==> config.mk <==
export PLATFORM = sky130hd
export DESIGN_NAME = basic_timer
export DESIGN_NICKNAME = d
export VERILOG_FILES = /design/src/rtl/timer_pkg.sv /design/src/rtl/timer_regs.sv /design/src/rtl/timer_prescaler.sv /design/src/rtl/timer_counter.sv /design/src/rtl/basic_timer.sv
export SDC_FILE = /design/constraint.sdc
export NUM_CORES = 1
export LEC_CHECK = 0
export BUFFER_PORTS_ARGS = -buffer_cell sky130_fd_sc_hd__clkbuf_2
export CAP_MARGIN = 15
export CORE_ASPECT_RATIO = 1.75
export CORE_MARGIN = 2
export CORE_UTILIZATION = 41
export DETAILED_ROUTE_END_ITERATION = 12
export GPL_ROUTABILITY_DRIVEN = 1
export PLACE_DENSITY = 0.65
export SKIP_CTS_REPAIR_TIMING = 1
export SYNTH_ARGS = -nofsm -noshare
export SYNTH_HDL_FRONTEND = slang
export SYNTH_SLANG_ARGS = --single-unit
==> constraint.sdc <==
create_clock -name clk -period 3.7 [get_ports clk]
set_input_delay 0.185 -clock clk [delete_from_list [all_inputs] [get_ports clk]]
set_output_delay 0.185 -clock clk [all_outputs]
set_load 0.02 [all_outputs]
==> src/rtl/timer_pkg.sv <==
`timescale 1ns/1ps
package timer_pkg;
  localparam int ADDR_W = 3;

  typedef enum logic [ADDR_W-1:0] {
    A_CTRL = 3'd0,
    A_IEN  = 3'd1,
    A_STAT = 3'd2,
    A_EVG  = 3'd3,
    A_CNT  = 3'd4,
    A_PSC  = 3'd5,
    A_RLD  = 3'd6
  } reg_addr_e;

  localparam int B_RUN  = 0;
  localparam int B_UDIS = 1;
  localparam int B_BUF  = 2;
  localparam int B_IRQE = 0;
  localparam int B_DMAE = 1;
endpackage

==> src/rtl/timer_regs.sv <==
`timescale 1ns/1ps
module timer_regs
  import timer_pkg::*;
#(
  parameter int CNT_W = 16
) (
  input  logic              clk,
  input  logic              rst_n,
  input  logic              wr_en,
  input  logic [ADDR_W-1:0] addr,
  input  logic [CNT_W-1:0]  wdata,
  input  logic              uev,
  output logic              run,
  output logic              udis,
  output logic              arpe,
  output logic              irq_en,
  output logic              dma_en,
  output logic              swgen,
  output logic              cnt_wr,
  output logic              flag,
  output logic [CNT_W-1:0]  psc_pre,
  output logic [CNT_W-1:0]  psc_act,
  output logic [CNT_W-1:0]  arr_pre,
  output logic [CNT_W-1:0]  arr_act
);
  logic [2:0]       ctrl_q, ctrl_d;
  logic [1:0]       ien_q, ien_d;
  logic             flag_q, flag_d;
  logic [CNT_W-1:0] psc_pre_q, psc_pre_d, psc_act_q, psc_act_d;
  logic [CNT_W-1:0] arr_pre_q, arr_pre_d, arr_shd_q, arr_shd_d;

  logic wr_ctrl, wr_ien, wr_stat, wr_psc, wr_rld;

  always_comb begin
    wr_ctrl = wr_en && (addr == A_CTRL);
    wr_ien  = wr_en && (addr == A_IEN);
    wr_stat = wr_en && (addr == A_STAT);
    wr_psc  = wr_en && (addr == A_PSC);
    wr_rld  = wr_en && (addr == A_RLD);
    swgen   = wr_en && (addr == A_EVG) && wdata[0];
    cnt_wr  = wr_en && (addr == A_CNT);
  end

  always_comb begin
    ctrl_d    = wr_ctrl ? wdata[2:0] : ctrl_q;
    ien_d     = wr_ien  ? wdata[1:0] : ien_q;
    psc_pre_d = wr_psc  ? wdata : psc_pre_q;
    arr_pre_d = wr_rld  ? wdata : arr_pre_q;
    psc_act_d = uev ? psc_pre_q : psc_act_q;
    arr_shd_d = (uev || !ctrl_q[B_BUF]) ? arr_pre_q : arr_shd_q;
    if (uev)
      flag_d = 1'b1;
    else if (wr_stat && !wdata[0])
      flag_d = 1'b0;
    else
      flag_d = flag_q;
  end

  always_ff @(posedge clk or negedge rst_n) begin
    if (!rst_n) begin
      ctrl_q    <= '0;
      ien_q     <= '0;
      flag_q    <= 1'b0;
      psc_pre_q <= '0;
      psc_act_q <= '0;
      arr_pre_q <= '1;
      arr_shd_q <= '1;
    end else begin
      ctrl_q    <= ctrl_d;
      ien_q     <= ien_d;
      flag_q    <= flag_d;
      psc_pre_q <= psc_pre_d;
      psc_act_q <= psc_act_d;
      arr_pre_q <= arr_pre_d;
      arr_shd_q <= arr_shd_d;
    end
  end

  assign run     = ctrl_q[B_RUN];
  assign udis    = ctrl_q[B_UDIS];
  assign arpe    = ctrl_q[B_BUF];
  assign irq_en  = ien_q[B_IRQE];
  assign dma_en  = ien_q[B_DMAE];
  assign flag    = flag_q;
  assign psc_pre = psc_pre_q;
  assign psc_act = psc_act_q;
  assign arr_pre = arr_pre_q;
  assign arr_act = ctrl_q[B_BUF] ? arr_shd_q : arr_pre_q;
endmodule

==> src/rtl/timer_prescaler.sv <==
`timescale 1ns/1ps
module timer_prescaler #(
  parameter int CNT_W = 16
) (
  input  logic             clk,
  input  logic             rst_n,
  input  logic             cnt_en,
  input  logic             clear,
  input  logic [CNT_W-1:0] div,
  output logic             tick
);
  logic [CNT_W-1:0] pc_q, pc_d;

  always_comb begin
    tick = cnt_en && (pc_q == div);
    if (clear)
      pc_d = '0;
    else if (tick)
      pc_d = '0;
    else if (cnt_en)
      pc_d = pc_q + 1'b1;
    else
      pc_d = pc_q;
  end

  always_ff @(posedge clk or negedge rst_n) begin
    if (!rst_n) pc_q <= '0;
    else        pc_q <= pc_d;
  end
endmodule

==> src/rtl/timer_counter.sv <==
`timescale 1ns/1ps
module timer_counter #(
  parameter int CNT_W = 16
) (
  input  logic             clk,
  input  logic             rst_n,
  input  logic             tick,
  input  logic             swgen,
  input  logic             load,
  input  logic [CNT_W-1:0] load_val,
  input  logic [CNT_W-1:0] top,
  output logic [CNT_W-1:0] cnt,
  output logic             ovf
);
  logic [CNT_W-1:0] cnt_q, cnt_d;

  always_comb begin
    ovf = tick && (cnt_q == top);
    if (swgen)
      cnt_d = '0;
    else if (load)
      cnt_d = load_val;
    else if (ovf)
      cnt_d = '0;
    else if (tick)
      cnt_d = cnt_q + 1'b1;
    else
      cnt_d = cnt_q;
  end

  always_ff @(posedge clk or negedge rst_n) begin
    if (!rst_n) cnt_q <= '0;
    else        cnt_q <= cnt_d;
  end

  assign cnt = cnt_q;
endmodule

==> src/rtl/basic_timer.sv <==
`timescale 1ns/1ps
module basic_timer
  import timer_pkg::*;
#(
  parameter int CNT_W = 16
) (
  input  logic              clk,
  input  logic              rst_n,
  input  logic              bus_wr,
  input  logic [ADDR_W-1:0] bus_addr,
  input  logic [CNT_W-1:0]  bus_wdata,
  output logic [CNT_W-1:0]  bus_rdata,
  output logic              upd_irq,
  output logic              upd_dma,
  output logic              trig_out
);
  logic rst_s1, rst_q;
  logic ctrl_run, ctrl_udis, ctrl_buf, irq_en, dma_en;
  logic sw_upd, cnt_wr, flag_q, cnt_en_q, tick, ovf, uev;
  logic trig_q, dma_q;
  logic [CNT_W-1:0] psc_pre, psc_act, arr_pre, arr_act, cnt_q;

  always_ff @(posedge clk or negedge rst_n) begin
    if (!rst_n) begin
      rst_s1 <= 1'b0;
      rst_q  <= 1'b0;
    end else begin
      rst_s1 <= 1'b1;
      rst_q  <= rst_s1;
    end
  end

  timer_regs #(.CNT_W(CNT_W)) u_regs (
    .clk(clk), .rst_n(rst_q), .wr_en(bus_wr), .addr(bus_addr),
    .wdata(bus_wdata), .uev(uev), .run(ctrl_run), .udis(ctrl_udis),
    .arpe(ctrl_buf), .irq_en(irq_en), .dma_en(dma_en), .swgen(sw_upd),
    .cnt_wr(cnt_wr), .flag(flag_q), .psc_pre(psc_pre), .psc_act(psc_act),
    .arr_pre(arr_pre), .arr_act(arr_act)
  );

  timer_prescaler #(.CNT_W(CNT_W)) u_psc (
    .clk(clk), .rst_n(rst_q), .cnt_en(cnt_en_q), .clear(uev),
    .div(psc_act), .tick(tick)
  );

  timer_counter #(.CNT_W(CNT_W)) u_cnt (
    .clk(clk), .rst_n(rst_q), .tick(tick), .swgen(sw_upd),
    .load(cnt_wr), .load_val(bus_wdata), .top(arr_act),
    .cnt(cnt_q), .ovf(ovf)
  );

  assign uev = (ovf && !ctrl_udis) || sw_upd;

  always_ff @(posedge clk or negedge rst_q) begin
    if (!rst_q) begin
      cnt_en_q <= 1'b0;
      trig_q   <= 1'b0;
      dma_q    <= 1'b0;
    end else begin
      cnt_en_q <= ctrl_run;
      trig_q   <= uev;
      dma_q    <= uev && dma_en;
    end
  end

  always_comb begin
    case (bus_addr)
      A_CTRL:  bus_rdata = {{(CNT_W-3){1'b0}}, ctrl_buf, ctrl_udis, ctrl_run};
      A_IEN:   bus_rdata = {{(CNT_W-2){1'b0}}, dma_en, irq_en};
      A_STAT:  bus_rdata = {{(CNT_W-1){1'b0}}, flag_q};
      A_CNT:   bus_rdata = cnt_q;
      A_PSC:   bus_rdata = psc_pre;
      A_RLD:   bus_rdata = arr_pre;
      default: bus_rdata = '0;
    endcase
  end

  assign upd_irq  = flag_q && irq_en;
  assign upd_dma  = dma_q;
  assign trig_out = trig_q;
endmodule

==> reports/qor.json, run 1 <==
{
  "p_sw": {"value": 1.33, "unit": "mW"},
  "instances_no_fill": {"value": 756},
  "critical_path.max_fanout": {"value": 18},
  "gr-total-overflow": {"value": 0},
  "power.share.combinational": {"value": 27.1, "unit": "%"},
  "crit_path_cell_trace": {"value": "xor2_1 -> or4b_1 -> nor4_1 -> a31o_1 -> buf_4 -> nor2_1 -> a211o_1"},
  "track_usage": {"value": 22.0, "unit": "%"},
  "finalWirelength": {"value": 15.8, "unit": "mm"},
  "floorplan.die.width": {"value": 94.3, "unit": "µm"},
  "timing.critical_path.arrival": {"value": 3.27, "unit": "ns"},
  "holdCritPathClass": {"value": "in -> reg"},
  "postSynthNetCount": {"value": 568},
  "drive_above_1_share": {"value": 28.8, "unit": "%"},
  "cap_viol_max_count": {"value": 0},
  "post-route-min-period": {"value": 3.03, "unit": "ns"},
  "switching_share_of_power": {"value": 33.5, "unit": "%"},
  "antenna-diode-count": {"value": 0},
  "cts_made_buffers": {"value": 9},
  "synth_area_per_inst": {"value": 10.8, "unit": "µm²"},
  "detail_route.drc_violations": {"value": 0},
  "clkSlewWorstSetupHoldPaths": {"value": 0.07, "unit": "ns"},
  "floorplan.initialDensity": {"value": 42.1, "unit": "%"},
  "finish.net_count": {"value": 598},
  "grt_start_max_net_pins": {"value": 50},
  "cts_num_sinks": {"value": 107},
  "area_growth_from_synthesis_to_layout": {"value": 11.2, "unit": "%"},
  "max_stage_delay": {"value": 0.61, "unit": "ns"},
  "synth.top_cells.by_area": {"value": "dfrtp_1 (32%), dfstp_2 (14%), mux2_2 (11%)"},
  "syn-instance-count": {"value": 544},
  "worst-setup-path-type": {"value": "reg -> reg"},
  "die_h": {"value": 162, "unit": "µm"},
  "timing_hold_violations_final": {"value": 0},
  "dp_cells": {"value": 739},
  "ys_warn_count": {"value": 0},
  "gp_congestion": {"value": 0.924},
  "routed_via_count": {"value": 4485},
  "filler_cell_count": {"value": 1315},
  "route.antenna.remaining_nets": {"value": 0},
  "synth_seq_cells": {"value": 107},
  "async_set_reset_flop_share_out_of_synthesis": {"value": 100, "unit": "%"},
  "clock_tree.root_cell": {"value": "clkbuf_16"},
  "io_pins": {"value": 41},
  "syn_area": {"value": 0.00585, "unit": "mm²"},
  "power.clock.fraction": {"value": 25.5, "unit": "%"},
  "synth_enable_flop_cells": {"value": 0},
  "total_of_endpoints_with_negative_setup_slack_in_the_final_report": {"value": 0},
  "yosysSeqAreaShare": {"value": 46.4, "unit": "%"},
  "ctsLongestPathBuffers": {"value": 2},
  "drt-pass1-iter-count": {"value": 5},
  "first_global_vias": {"value": 4640},
  "timing.critical_path.from_type": {"value": "flop"},
  "rsz0062_at_grt": {"value": "false"},
  "tritoncts": {"value": "done"},
  "p_total": {"value": 3.97, "unit": "mW"},
  "antenna_violations_before_repair": {"value": 0},
  "via_to_cell_ratio": {"value": 5.93},
  "cp_slowest_cell": {"value": "nor4_1"},
  "max_clock_freq": {"value": 0.330, "unit": "GHz"},
  "synthDominantAreaCellType": {"value": "dfrtp_1"},
  "synth_ff_type": {"value": "dfrtp_1"},
  "max_rail_drop_vdd": {"value": 0.251, "unit": "mV"},
  "die_footprint": {"value": 0.0153, "unit": "mm²"},
  "outcome": {"value": "completed"},
  "global_route_wire_length_before_repair": {"value": 25.4, "unit": "mm"},
  "cellInternalPower": {"value": 2.64, "unit": "mW"},
  "cp.required": {"value": 3.94, "unit": "ns"},
  "power.sequential.fraction": {"value": 47.4, "unit": "%"},
  "worstSetupEndpointType": {"value": "flop"},
  "report.final.slew_viol_count": {"value": 0},
  "clkLatencyLatePin": {"value": 0.36, "unit": "ns"},
  "yosysUniqueCellTypes": {"value": 53},
  "layout_worst_path_cycle_share": {"value": 81.8, "unit": "%"},
  "placement_rows": {"value": 57},
  "floorplan.core_area": {"value": 0.0139, "unit": "mm²"},
  "power_density": {"value": 609, "unit": "mW/mm²"},
  "worst-slew-pin-transition": {"value": 1.04, "unit": "ns"},
  "clock_skew": {"value": 0.0120, "unit": "ns"},
  "detailed_place_hpwl": {"value": 11.5, "unit": "mm"},
  "finalSetupTns": {"value": 0, "unit": "ns"},
  "max_slew_margin": {"value": 29.8, "unit": "%"},
  "drt_iter0_markers": {"value": 288},
  "post-synth-top-area-fraction": {"value": 32.1, "unit": "%"},
  "static-leakage-power": {"value": 2.94, "unit": "nW"},
  "port-buffer-count": {"value": 40},
  "cts_htree_levels": {"value": 3},
  "route.detailed.wl_per_inst": {"value": 21.0, "unit": "µm"}
}
-- stage by stage --
stage | hold slack (ns) | setup WS (ns) | cell area, µm² | util (%)
after floorplan | -0.111 | 0.554 | 5850 | -
after global placement | -0.0293 | 0.875 | 6200 | 44.6
after detailed placement | -0.0242 | 0.700 | 6200 | 44.6
after CTS | -0.400 | 0.691 | 6500 | 46.8
after global routing | 0.105 | 0.547 | 6510 | 46.8
final | 0.0714 | 0.674 | 6510 | 46.8
-- logic make-up (layout without fill, tap and decap cells) --
logic type	count (synthesis)	count (layout)	synth area share, %
buffers and inverters	40	75	3.14
flip-flops	107	107	46.4
multiplexers	100	100	19.6
other	1	1	0.0641
AO/OA/AOI/OAI	82	82	9.04
AND/OR/NAND/NOR	177	177	16.1
adder cells (fa/ha/maj)	2	2	0.427
XOR/XNOR	35	35	5.24
-- worst max-delay path: cells and delay by family, from the launching register on --
family,cells,cell delay (ns)
AOI/OAI and AO/OA,2,0.61
DFF,1,0.43
buffers and inverters,1,0.27
and+or+nand+nor,3,1.40
xor gates and xnor gates,1,0.19
-- state kept, by name, indices dropped and copies added (netlist names), 2 cells and up --
name              count
u_regs.arr_pre       16
u_regs.ien_q          2
u_cnt.cnt            16
u_regs.psc_pre       16
u_regs.arr_shd_q     16
u_psc.pc_q           16
u_regs.psc_act       16
u_regs.ctrl_q         3
-- routing by layer --
metal  GRT usage (%)  wire length (µm)
met5               0                 0
met4            12.0               786
met3            3.99               787
met2            36.9              8180
met1            26.3              6080
-- cell usage in the layout (no fill, tap or decap), types with 4 or more instances in the layout --
cell type / n
buf_4: 9
a21oi_1: 7
o22ai_1: 9
nand2_1: 49
xor2_1: 30
mux2_4: 10
dfstp_2: 32
clkbuf_2: 40
clkbuf_16: 10
mux2i_1: 31
and2_1: 16
dfrtp_1: 74
xnor2_1: 5
a211o_1: 4
or3_1: 6
nor2_1: 15
nand3_1: 21
nand2b_1: 8
a21o_1: 6
o21ai_0: 32
inv_1: 9
and3_1: 11
nor3_1: 16
nand4_1: 7
nor4_1: 10
nor3b_1: 6
a22o_1: 6
mux2_2: 57
-- final timing paths --
kind | endpoint | depth (start not counted) | startpoint | slack, ns
worst max register to register | u_psc.pc_q[14] | 7 | u_psc.pc_q[3] | 0.67
max in group asynchronous | u_regs.arr_shd_q[11] | 1 | rst_q | 2.44
worst max-delay path | u_psc.pc_q[14] | 7 | u_psc.pc_q[3] | 0.67
worst min register to register | rst_q | 0 | rst_s1 | 0.36
min in group asynchronous | rst_q | 2 | rst_n | 0.15
worst min-delay path | u_cnt.cnt[7] | 3 | bus_wdata[7] | 0.07
-- power groups by stage --
stage	Combinational (mW)	Clock, mW	Sequential, mW
floorplan	0.854	0	1.76
global placement	1.03	0	1.88
detailed placement	1.07	0	1.90
CTS	1.08	1.02	1.87
global route	1.17	1.07	1.93
finish	1.07	1.01	1.88
-- cells in the mapped netlist, drive strengths merged, types with 6 or more instances --
| cell type | count |
|---|---|
| and2 | 16 |
| buf | 8 |
| mux2i | 31 |
| and3 | 11 |
| dfstp | 32 |
| nor3 | 16 |
| mux2 | 67 |
| inv | 9 |
| o22ai | 9 |
| a22o | 6 |
| nand3 | 21 |
| nand2 | 49 |
| nand4 | 7 |
| clkbuf | 23 |
| dfrtp | 75 |
| nor2 | 16 |
| nand2b | 8 |
| nor3b | 6 |
| nor4 | 11 |
| o21ai | 32 |
| a21oi | 7 |
| xor2 | 30 |
| a21o | 6 |
| or3 | 6 |
-- final cells by class --
| type | count | area, µm² | share of cell area [%] |
|---|---|---|---|
| Timing Repair Buffer | 50 | 278 | 4.27 |
| Tap cell | 177 | 221 | 3.40 |
| Clock buffer | 13 | 262 | 4.02 |
| Multi-Input combinational cell | 397 | 2950 | 45.3 |
| Inverter | 9 | 33.8 | 0.519 |
| Clock inverter | 3 | 43.8 | 0.672 |
| Sequential cell | 107 | 2720 | 41.8 |
(Power assumes the default switching activity.)
==> run 2: changes to the inputs <==
==> constraint.sdc (replaced) <==
create_clock -name clk -period 2.8 [get_ports clk]
set_input_delay 0.14 -clock clk [delete_from_list [all_inputs] [get_ports clk]]
set_output_delay 0.14 -clock clk [all_outputs]
set_load 0.02 [all_outputs]
==> run 2 against run 1 <==
Design area grew 2.1%. Clock skew shrank 0.0021 ns. Final cell count grew 1.9%. Total power grew 31%. Clock-buffer cell count shrank 2. Utilization grew 0.97 points. Maximum frequency grew 10%. Global-route usage shrank 0.27 points. Sequential share of layout area shrank 0.85 points. Combinational power grew 36%.
==> reports/qor.json, run 2 (synthesis gave the netlist of run 1 again) <==
{
  "clkSlewWorstSetupHoldPaths": {"value": 0.07, "unit": "ns", "change": "about the same"},
  "antenna-diode-count": {"value": 0, "change": "unchanged"},
  "layout_worst_path_cycle_share": {"value": 98.0, "unit": "%", "change": "was 81.8%"},
  "max_clock_freq": {"value": 0.365, "unit": "GHz", "change": "was 0.330 GHz"},
  "port-buffer-count": {"value": 40, "change": "unchanged"},
  "finalHoldWorstSlack": {"value": 0.0313, "unit": "ns", "change": "was 0.0714 ns"},
  "hold_critical_path_depth": {"value": 3, "change": "unchanged"},
  "track_usage": {"value": 21.7, "unit": "%", "change": "was 22.0%"},
  "cap_viol_max_count": {"value": 0, "change": "unchanged"},
  "route.antenna.remaining_nets": {"value": 0, "change": "unchanged"},
  "max_stage_delay": {"value": 0.64, "unit": "ns", "change": "was 0.61 ns"},
  "detail_route.drc_violations": {"value": 0, "change": "unchanged"},
  "worst-slew-pin-transition": {"value": 1.09, "unit": "ns", "change": "was 1.04 ns"},
  "critical_path.max_fanout": {"value": 6, "change": "was 18"},
  "worstSetupEndpointType": {"value": "flop", "change": "unchanged"},
  "placement_rows": {"value": 57, "change": "unchanged"},
  "antenna_violations_before_repair": {"value": 0, "change": "unchanged"},
  "placed_cell_area": {"value": 0.00634, "unit": "mm²", "change": "was 0.00620 mm²"},
  "clock_skew": {"value": 0.00987, "unit": "ns", "change": "was 0.0120 ns"},
  "mostFrequentLayoutCells": {"value": "dfrtp_1 (74), mux2_2 (57), nand2_1 (48)", "change": "was dfrtp_1 (74), mux2_2 (57), nand2_1 (49)"},
  "cp_slowest_cell": {"value": "or4_1", "change": "was nor4_1"},
  "io_pins": {"value": 41, "change": "unchanged"},
  "cts_num_sinks": {"value": 107, "change": "unchanged"},
  "rsz0062_at_grt": {"value": "true", "change": "was false"},
  "global_route_wire_length_before_repair": {"value": 25.0, "unit": "mm", "change": "was 25.4 mm"},
  "post-route-min-period": {"value": 2.74, "unit": "ns", "change": "was 3.03 ns"},
  "drive_above_1_share": {"value": 30.9, "unit": "%", "change": "was 28.8%"},
  "die_h": {"value": 162, "unit": "µm", "change": "unchanged"},
  "clkLatencyLatePin": {"value": 0.35, "unit": "ns", "change": "was 0.36 ns"},
  "post-route-worst-setup-slack": {"value": 0.0571, "unit": "ns", "change": "was 0.674 ns"},
  "instances_no_fill": {"value": 770, "change": "was 756"},
  "clock_tree.root_cell": {"value": "clkbuf_16", "change": "unchanged"},
  "grt_start_max_net_pins": {"value": 60, "change": "was 50"},
  "floorplan.initialDensity": {"value": 42.1, "unit": "%", "change": "unchanged"},
  "cp.required": {"value": 3.03, "unit": "ns", "change": "was 3.94 ns"},
  "floorplan.die.width": {"value": 94.3, "unit": "µm", "change": "unchanged"},
  "gp_congestion": {"value": 0.956, "change": "was 0.924"},
  "max_rail_drop_vdd": {"value": 0.340, "unit": "mV", "change": "was 0.251 mV"},
  "crit_buf_inv": {"value": 0, "change": "was 1"},
  "tritoncts": {"value": "done", "change": "unchanged"},
  "final_cell_area": {"value": 0.00665, "unit": "mm²", "change": "was 0.00651 mm²"},
  "drt_iter0_markers": {"value": 320, "change": "was 288"},
  "finish.net_count": {"value": 612, "change": "was 598"},
  "timing.critical_path.arrival": {"value": 2.98, "unit": "ns", "change": "was 3.27 ns"},
  "filler_cell_count": {"value": 1293, "change": "was 1315"},
  "reg2regPathDepth": {"value": 5, "change": "was 7"},
  "crit_path_cell_trace": {"value": "xnor2_2 -> or4b_1 -> or4_1 -> or3_1 -> o311ai_1", "change": "was xor2_1 -> or4b_1 -> nor4_1 -> a31o_1 -> buf_4 -> nor2_1 -> a211o_1"},
  "finalWirelength": {"value": 15.8, "unit": "mm", "change": "about the same"},
  "gr-total-overflow": {"value": 0, "change": "unchanged"},
  "max_slew_margin": {"value": 26.6, "unit": "%", "change": "was 29.8%"},
  "power_density": {"value": 780, "unit": "mW/mm²", "change": "was 609 mW/mm²"},
  "die_footprint": {"value": 0.0153, "unit": "mm²", "change": "unchanged"},
  "place_ws": {"value": 0.0717, "unit": "ns", "change": "was 0.700 ns"},
  "timing.critical_path.max_delay_family": {"value": "simple AND/OR/NAND/NOR gates", "change": "unchanged"},
  "dp_cells": {"value": 753, "change": "was 739"},
  "route.detailed.wl_per_inst": {"value": 20.5, "unit": "µm", "change": "was 21.0 µm"},
  "detailed_place_hpwl": {"value": 11.7, "unit": "mm", "change": "was 11.5 mm"},
  "worst-setup-path-type": {"value": "reg -> reg", "change": "unchanged"},
  "ctsLongestPathBuffers": {"value": 2, "change": "unchanged"},
  "total_of_endpoints_with_negative_setup_slack_in_the_final_report": {"value": 0, "change": "unchanged"},
  "crit_cells": {"value": 5, "change": "was 7"},
  "drt-pass1-iter-count": {"value": 7, "change": "was 5"},
  "first_global_vias": {"value": 4621, "change": "was 4640"},
  "mostFrequentLayoutCell": {"value": "dfrtp_1", "change": "unchanged"},
  "routed_via_count": {"value": 4565, "change": "was 4485"},
  "cts_made_buffers": {"value": 9, "change": "unchanged"},
  "outcome": {"value": "completed", "change": "unchanged"},
  "area_growth_from_synthesis_to_layout": {"value": 13.5, "unit": "%", "change": "was 11.2%"},
  "via_to_cell_ratio": {"value": 5.93, "change": "about the same"},
  "floorplan.core_area": {"value": 0.0139, "unit": "mm²", "change": "unchanged"},
  "timing_hold_violations_final": {"value": 0, "change": "unchanged"},
  "holdCritPathClass": {"value": "in -> reg", "change": "unchanged"},
  "static-leakage-power": {"value": 3.01, "unit": "nW", "change": "was 2.94 nW"},
  "p_total": {"value": 5.19, "unit": "mW", "change": "was 3.97 mW"},
  "report.final.slew_viol_count": {"value": 0, "change": "unchanged"},
  "timing.critical_path.from_type": {"value": "flop", "change": "unchanged"},
  "cts_htree_levels": {"value": 3, "change": "unchanged"}
}
-- run 2: cell count changes in the layout (fill, tap and decap cells not counted) --
cell / delta
buf_12: +3
buf_4: +11
clkbuf_1: -1
clkbuf_16: -1
clkinv_1: +1
clkinv_2: +1
clkinv_4: +1
inv_4: -1
nand2_1: -1
nand2_2: +1
xnor2_1: -1
xnor2_2: +1
-- run 2: through the flow --
| stage | util [%] | TNS [ns] |
|---|---|---|
| floorplan | - | 0 |
| global placement | 45.6 | 0 |
| detailed placement | 45.6 | 0 |
| CTS | 47.7 | -0.0315 |
| global route | 47.8 | -0.219 |
| finish | 47.8 | 0 |
-- run 2: power breakdown --
| group | internal, mW | total, mW | switching, mW |
|---|---|---|---|
| Sequential | 2.04 | 2.49 | 0.448 |
| Clock | 0.692 | 1.24 | 0.553 |
| Combinational | 0.729 | 1.46 | 0.727 |
| Total | 3.46 | 5.19 | 1.73 |
-- run 2: path summary, 6_finish.rpt --
path / startpoint / to / slack (ns)
max: u_psc.pc_q[13] / u_cnt.cnt[6] / 0.06
min: bus_wdata[10] / u_cnt.cnt[10] / 0.03
max reg2reg: u_psc.pc_q[13] / u_cnt.cnt[6] / 0.06
min reg2reg: rst_s1 / rst_q / 0.36
max in group asynchronous: rst_q / u_regs.arr_shd_q[9] / 1.65
min in group asynchronous: rst_n / rst_s1 / 0.11
-- run 2: cell type report --
class | instances | area, µm² | area share (%)
Clock buffer | 11 | 233 | 3.50
Sequential cell | 107 | 2720 | 40.9
Timing Repair Buffer | 64 | 420 | 6.32
Tap cell | 177 | 221 | 3.33
Multi-Input combinational cell | 397 | 2960 | 44.6
Clock inverter | 5 | 55.1 | 0.828
Inverter | 9 | 33.8 | 0.508
-- run 2: tightest hold or removal path: cells and delay by family --
kind	cells	cell delay [ns]
AOI/OAI and AO/OA	1	0.06
buffers and inverters	1	0.10
and+or+nand+nor	1	0.05
-- run 2: metal layers --
layer  track usage [%]  part of all wire, %  wire (µm)  vias to the layer above
li1                  -                    -          -                     2055
met1              25.4                   38       5980                     2272
met2              37.4                   52       8160                      171
met3              2.92                  4.5        713                       67
met4              12.6                  5.7        896                        0
met5                 0                    0          0                        -
